File: src/rtl/il2d_index_gen.sv
module il2d_index_gen #(
  parameter int ROWS = 7,
  parameter int COLS = 5,
  parameter int FACT = 3,
  parameter int COMP = 4,
  localparam int STEP = (COMP - 1) / FACT,
  localparam int RW = $clog2(ROWS + FACT + 1),
  localparam int CW = $clog2(COLS + 1)
) (
  input  logic          clk,
  input  logic          rst,
  input  logic          adv_i,
  output logic [RW-1:0] row_o,
  output logic [CW-1:0] col_o,
  output logic          valid_o,
  output logic          done_o
);
  localparam logic [RW-1:0] LROW = RW'(ROWS - 1);
  localparam logic [CW-1:0] LCOL = CW'(COLS - 1);
  localparam logic [CW-1:0] KC   = CW'(STEP);
  localparam logic [RW-1:0] SPAN = RW'(FACT - 1);
  localparam logic [RW-1:0] BSTP = RW'(FACT);

  typedef enum logic {S_RUN, S_FIN} st_t;

  st_t           st_q;
  logic [RW-1:0] row_q, hr_q, base_q;
  logic [CW-1:0] col_q, hc_q;
  logic          done_q;

  logic [RW-1:0] top_w, nhr_w, band_hi;
  logic [CW-1:0] nhc_w;
  logic          last_w, slide_w, band_end_w;

  assign band_hi    = base_q + SPAN;
  assign top_w      = (band_hi > LROW) ? LROW : band_hi;
  assign last_w     = (row_q == LROW) && (col_q == LCOL);
  assign slide_w    = (row_q < top_w) && (col_q >= KC);
  assign nhr_w      = (hc_q < LCOL) ? hr_q : hr_q + RW'(1);
  assign nhc_w      = (hc_q < LCOL) ? hc_q + CW'(1) : hc_q + CW'(1) - KC;
  assign band_end_w = nhr_w > top_w;

  always_ff @(posedge clk) begin
    if (rst) begin
      st_q   <= S_RUN;
      row_q  <= '0;
      col_q  <= '0;
      hr_q   <= '0;
      hc_q   <= '0;
      base_q <= '0;
      done_q <= 1'b0;
    end else begin
      done_q <= 1'b0;
      if (adv_i && st_q == S_RUN) begin
        if (last_w) begin
          st_q   <= S_FIN;
          done_q <= 1'b1;
        end else if (slide_w) begin
          row_q <= row_q + RW'(1);
          col_q <= col_q - KC;
        end else if (!band_end_w) begin
          row_q <= nhr_w;
          col_q <= nhc_w;
          hr_q  <= nhr_w;
          hc_q  <= nhc_w;
        end else begin
          base_q <= base_q + BSTP;
          row_q  <= base_q + BSTP;
          hr_q   <= base_q + BSTP;
          col_q  <= '0;
          hc_q   <= '0;
        end
      end
    end
  end

  assign row_o   = row_q;
  assign col_o   = col_q;
  assign valid_o = (st_q == S_RUN);
  assign done_o  = done_q;

  p_range_r7: assert property (@(posedge clk) disable iff (rst)
    valid_o |-> (row_o <= LROW && col_o <= LCOL));

  p_hold_r9: assert property (@(posedge clk) disable iff (rst)
    !adv_i |=> ($stable(row_o) && $stable(col_o) && $stable(valid_o)));

  p_done_pulse_r8: assert property (@(posedge clk) disable iff (rst)
    done_o |=> !done_o);

  p_done_src_r8: assert property (@(posedge clk) disable iff (rst)
    (valid_o && adv_i && row_o == LROW && col_o == LCOL) |=> (done_o && !valid_o));

  p_stay_idle_r8: assert property (@(posedge clk) disable iff (rst)
    !valid_o |=> !valid_o);

  p_head_in_band_r6: assert property (@(posedge clk) disable iff (rst)
    valid_o |-> (row_o >= base_q && row_o <= top_w));

  p_reset_state_r1: assert property (@(posedge clk)
    rst |=> (row_o == '0 && col_o == '0 && valid_o && !done_o));
endmodule

File: config.mk
export PLATFORM = sky130hd
export DESIGN_NAME = il2d_index_gen
export DESIGN_NICKNAME = d
export VERILOG_FILES = /design/src/rtl/il2d_index_gen.sv
export SDC_FILE = /design/constraint.sdc
export NUM_CORES = 1
export LEC_CHECK = 0
export BUFFER_PORTS_ARGS = -buffer_cell sky130_fd_sc_hd__buf_2
export CAP_MARGIN = 20
export CORE_MARGIN = 5
export CORE_UTILIZATION = 59
export CTS_BUF_LIST = sky130_fd_sc_hd__clkbuf_4 sky130_fd_sc_hd__clkbuf_8 sky130_fd_sc_hd__clkbuf_16
export DETAILED_ROUTE_END_ITERATION = 8
export PLACE_DENSITY = 0.89
export REMOVE_ABC_BUFFERS = 1
export SETUP_SLACK_MARGIN = 0.05
export SLEW_MARGIN = 30
export SYNTH_ARGS = -nofsm -noshare
export SYNTH_HDL_FRONTEND = slang
export SYNTH_SLANG_ARGS = --single-unit
export TNS_END_PERCENT = 20
File: constraint.sdc
create_clock -name clk -period 4.15 [get_ports clk]
set_input_delay 0 -clock clk [delete_from_list [all_inputs] [get_ports clk]]
set_output_delay 0 -clock clk [all_outputs]
set_load 0.02 [all_outputs]
# ---- Yosys cells after proc, flatten, opt, wreduce, memory -nomap -nowiden
# Index checks and enable logic that the tools add are counted.
dict set report word_totals {
  regBits 20
  output_inout_bits 9
}
dict set report classes {
  addsub 7
  order_cmp 5
  eq_ne 2
  mux 8
  bitwise 4
  reduce_logical 8
}
# operator n
set op_table {}
lappend op_table {{$mux W4} 4}
lappend op_table {{$mux W3} 3}
lappend op_table {{$add A4 B1 Y4 const B} 2}
lappend op_table {{$add A4 B2 Y4 const B} 2}
lappend op_table {{$sub A3 B1 Y3 const B} 2}
lappend op_table {{$eq A4 B3 Y1 const B} 1}
lappend op_table {{$gt A4 B3 Y1 const B} 1}
lappend op_table {{$gt A4 B4 Y1} 1}
lappend op_table {{$lt A4 B4 Y1} 1}
lappend op_table {{$not A1 Y1} 4}
lappend op_table {{$reduce_and A2 Y1} 2}
lappend op_table {{$reduce_and A4 Y1} 1}
lappend op_table {{$add A3 B1 Y3 const B} 1}
lappend op_table {{$eq A3 B3 Y1 const B} 1}
lappend op_table {{$ge A3 B1 Y1 const B} 1}
lappend op_table {{$logic_and A1 B1 Y1} 3}
lappend op_table {{$lt A3 B3 Y1 const B} 1}
lappend op_table {{$reduce_and A3 Y1} 1}
lappend op_table {{$reduce_or A2 Y1} 1}
lappend op_table {{$mux W1} 1}

# ---- Depth between registers and ports, before layout
dict set report logic_depth {
  depth_word 7
  ltp_mapped 12
}

# ---- Worst setup path before layout
# Ideal clock, no wire load.
dict set report synth_timing {
  kind {flip-flop to flip-flop}
  from {register base_q[1]}
  to {register col_q[2] (netlist: col_o[2])}
  setup_time_ps 91
  arrival_ps 3049
  required_ps 4059
  slack_ps 1010
  stages_incl_launch_ff 13
  path_buffers 2
  cell_sequence {dfxtp_1 -> inv_1 -> ha_1 -> o311ai_0 -> inv_1 -> ha_1 -> nand3_1 -> and2_1 -> clkbuf_1 -> or3_1 -> buf_6 -> or3_1 -> a311oi_1}
}
dict set report synth_via {
  elab_chain_len 6
  elab_cells_between_ends 8
}
# element line_no
set synth_rtl {}
lappend synth_rtl {{from (decl)} 27} ;# logic [RW-1:0] row_q, hr_q, base_q;
lappend synth_rtl {{from (signal assigned)} 67} ;# base_q <= base_q + BSTP;
lappend synth_rtl {{$add A4 B2 Y4 (*)} 35} ;# assign band_hi = base_q + SPAN;
lappend synth_rtl {{$gt A4 B3 Y1} 36} ;# assign top_w = (band_hi > LROW) ? LROW : band_hi;
lappend synth_rtl {{$mux W4 (*)} 36}
lappend synth_rtl {{$gt A4 B4 Y1 or $lt A4 B4 Y1 (tied branches)} {41, 38}}
lappend synth_rtl {{$mux W3 or $logic_and A1 B1 Y1 (tied branches)} {61, 38}}
lappend synth_rtl {{$mux W3 (*)} 58} ;# end else if (slide_w) begin
lappend synth_rtl {{to (signal assigned)} 60} ;# col_q <= col_q - KC;
lappend synth_rtl {{to (signal assigned)} 63} ;# col_q <= nhc_w;
lappend synth_rtl {{to (decl)} 28} ;# logic [CW-1:0] col_q, hc_q;
# Mark *: on every way between the ends. The rest lies on a longest branch, timed or not.
# A chain may end at the register's enable or synchronous reset.

# ---- Final worst setup path
dict set report layout_timing {
  from {register base_q[2]}
  to {register col_q[2] (netlist: col_o[2])}
}
# Same word-level chain as after synthesis.

==> flow_summary.ini <==
[logic_synthesis]
synth-seq-cells = 20
yosys.area.top_type = dfxtp_1
syn_area_um2 = 1430
synth_common_cells = dfxtp_1, a21oi_1, ha_1, nand2_1, inv_1
synthMostInstantiatedCell = dfxtp_1
yosysWarnings = 0
yosysSeqAreaShare = 0.280
synth_edf_count = 0
syn_inst = 172
synthFlopType = dfxtp_1
synth.distinct_cells = 47
avgSynthCellArea_um2 = 8.32
synth.top_cell.area_share = 0.280
async_reset_ff_frac = 0
synth_top_cells_by_area = dfxtp_1, ha_1, a21oi_1

[sta]
min_period_over_period = 0.845
fin_skew_ns = 0.00175
worst_pin_slew_ns = 0.975
rsz0062_at_grt = false
relSlewSlack = 0.345
fmax_mhz = 285
drv_slew = 0
setup-violations-final = 0
min_period_ns = 3.51
setup-tns-final_ns = 0
hold_viol_final = 0

[setup_path]
path_class = reg -> reg
timing.rr.end = col_o[2]$_SDFFE_PP0P_
crit_family = simple AND/OR/NAND/NOR gates
r2r_start = base_q[2]$_SDFFE_PP0P_
worstPathMaxFanout = 10
reg2reg_depth = 11
crit_start = base_q[2]$_SDFFE_PP0P_
ff2ff_setup_slack_ns = 0.64
cp_slowest_cell = or3_1
cp.arrival_ns = 3.73
critPathLaunchType = flop
crit_path_max_incr_delay_ns = 0.50
critPathBufInv = 1
cp-end-kind = flop
required_ns = 4.37
path_cells = ha_1, xnor2_1, o311ai_0, inv_1, ha_1, and2b_2, a2bb2oi_1, a32o_2, or3_1, or3_1, a311oi_1

[place]
dp_hpwl_mm = 2.59
port_buffers = 11
gp_congestion = 0.914

[clock_network]
htree_levels = 1
cts_root_buf = clkbuf_4
clockBufferDepth = 2
cts-buffers-inserted = 3
cts_tree = built
cts.sink_count = 20
clk_pin_slew_ns = 0.12
insertion_delay_ns = 0.31
post_cts_buffers = 0

[detailed_routing]
avgViaCountPerCell = 6.56
ant_nets = 0
detail_route.wl_per_cell_um = 16.2
vias = 1371
drt-initial-drc-count = 84
wirelength_mm = 3.38
drc = 0
dr.pass1.iters = 4

[final_layout]
synthToLayoutAreaGrowth_pct = 7.69
fill_cells = 181
final_layout_size_suffix_gt1_frac = 0.122
antenna_cells = 0
fin_nets = 201

[grt]
grt_pass1_wl_mm = 5.27
grt_use_total = 0.196
antenna_found_initial = 0
grt_pass1_vias = 1156
grt_max_degree = 19
gr-total-overflow = 0

[min_path]
min-delay-start = rst
hold_depth = 2
min_path_type = in -> reg
hold_path_end = hc_q[1]$_SDFFE_PP0P_

[die]
fp.dieW_um = 59.3
start_util = 0.635
dieArea_um2 = 3510
ios = 12
coreArea_um2 = 2250
num_rows = 17
die_h_um = 59.3

[outcome]
status = completed

[power]
ir_drop_mv = 0.376
powerDensity_nw_per_um2 = 519
power_mw = 0.800
p_leak_nw = 0.642

[job]
cap_viol_max_count = 0
report_power, final:
| part | leakage [nW] | internal [mW] | switching [mW] |
|---|---|---|---|
| logic | 0.451 | 0.135 | 0.232 |
| registers | 0.163 | 0.226 | 0.0443 |
| clock network | 0.0279 | 0.0976 | 0.0662 |
area by class of cell:
| class | count | area [um^2] | share of cell area |
|---|---|---|---|
| Clock inverter | 1 | 30.0 | 0.0195 |
| Tap cell | 28 | 35.0 | 0.0227 |
| Inverter | 11 | 41.3 | 0.0268 |
| Multi-Input combinational cell | 134 | 947 | 0.614 |
| Clock buffer | 3 | 22.5 | 0.0146 |
| Sequential cell | 20 | 400 | 0.260 |
| Timing Repair Buffer | 12 | 65.1 | 0.0422 |
through the flow:
step                      hold slack [ns]  worst slack (ns)  std cells   util  cell area (um^2)
after global routing               0.0626             0.432        209  0.684              1540
after global placement              0.310             0.853        204  0.656              1480
after detailed placement            0.312             0.698        204  0.656              1480
after floorplan                    0.0691              1.06        165      -              1390
after CTS                          0.0648             0.662        209  0.684              1540
final                              0.0716             0.643        209  0.684              1540
routing by layer:
metal / vias to the layer above / share of wire / track usage
met5: - / 0 / 0
met4: 0 / 0.019 / 0.0680
met3: 11 / 0.075 / 0.0218
met2: 69 / 0.48 / 0.345
met1: 631 / 0.42 / 0.245
li1: 660 / - / -
registers in the layout (all words and copies together) (netlist names):
signal / flops
base_q: 4
row_o: 4
col_o: 3
hr_q: 4
hc_q: 3
st_q: 1
done_o: 1
what timing repair did:
action	CTS	global route
resized for setup	0	0
hold buffers	1	0
endpoints found under the hold margin	1	0
how the worst max path moves through the flow:
stage	endpoint	slack, ns	depth (start not counted)
6_report	col_o[2]$_SDFFE_PP0P_	0.64	11
3_3_place_gp	col_o[2]$_SDFFE_PP0P_	0.85	10
3_5_place_dp	col_o[2]$_SDFFE_PP0P_	0.70	10
4_1_cts	col_o[2]$_SDFFE_PP0P_	0.66	11
2_1_floorplan	col_o[2]$_SDFFE_PP0P_	1.06	10
5_1_grt	col_o[2]$_SDFFE_PP0P_	0.43	10
logic make-up (layout without fill, tap and decap cells):
logic type      after synthesis  count (layout)  synth area share
simple gates                 55              55             0.206
flops                        20              20             0.280
mux                           1               1           0.00787
buf+inv                      19              27            0.0612
fa+ha+maj                    16              16             0.140
xor+xnor                      7               7            0.0428
compound gates               53              53             0.260
other cells                   1               2           0.00262
cells in the final DEF (no fill, tap or decap), types with 3 or more instances in the layout:
| cell type | synthesis | final |
|---|---|---|
| xnor2_1 | 4 | 4 |
| or3_1 | 5 | 5 |
| a311oi_1 | 4 | 4 |
| a21oi_1 | 17 | 17 |
| and2_1 | 4 | 4 |
| nor2_1 | 6 | 6 |
| xor2_1 | 3 | 3 |
| a211oi_1 | 3 | 3 |
| nand3_1 | 7 | 7 |
| o211ai_1 | 3 | 3 |
| nand2_1 | 15 | 15 |
| inv_1 | 11 | 11 |
| ha_1 | 16 | 16 |
| buf_2 | 1 | 11 |
| or4_1 | 3 | 3 |
| nor4_1 | 4 | 4 |
| clkbuf_4 | 0 | 3 |
| o31ai_1 | 5 | 5 |
| dfxtp_1 | 20 | 20 |
| o21ai_0 | 4 | 4 |
No activity file was read; power rests on OpenSTA's default activity.
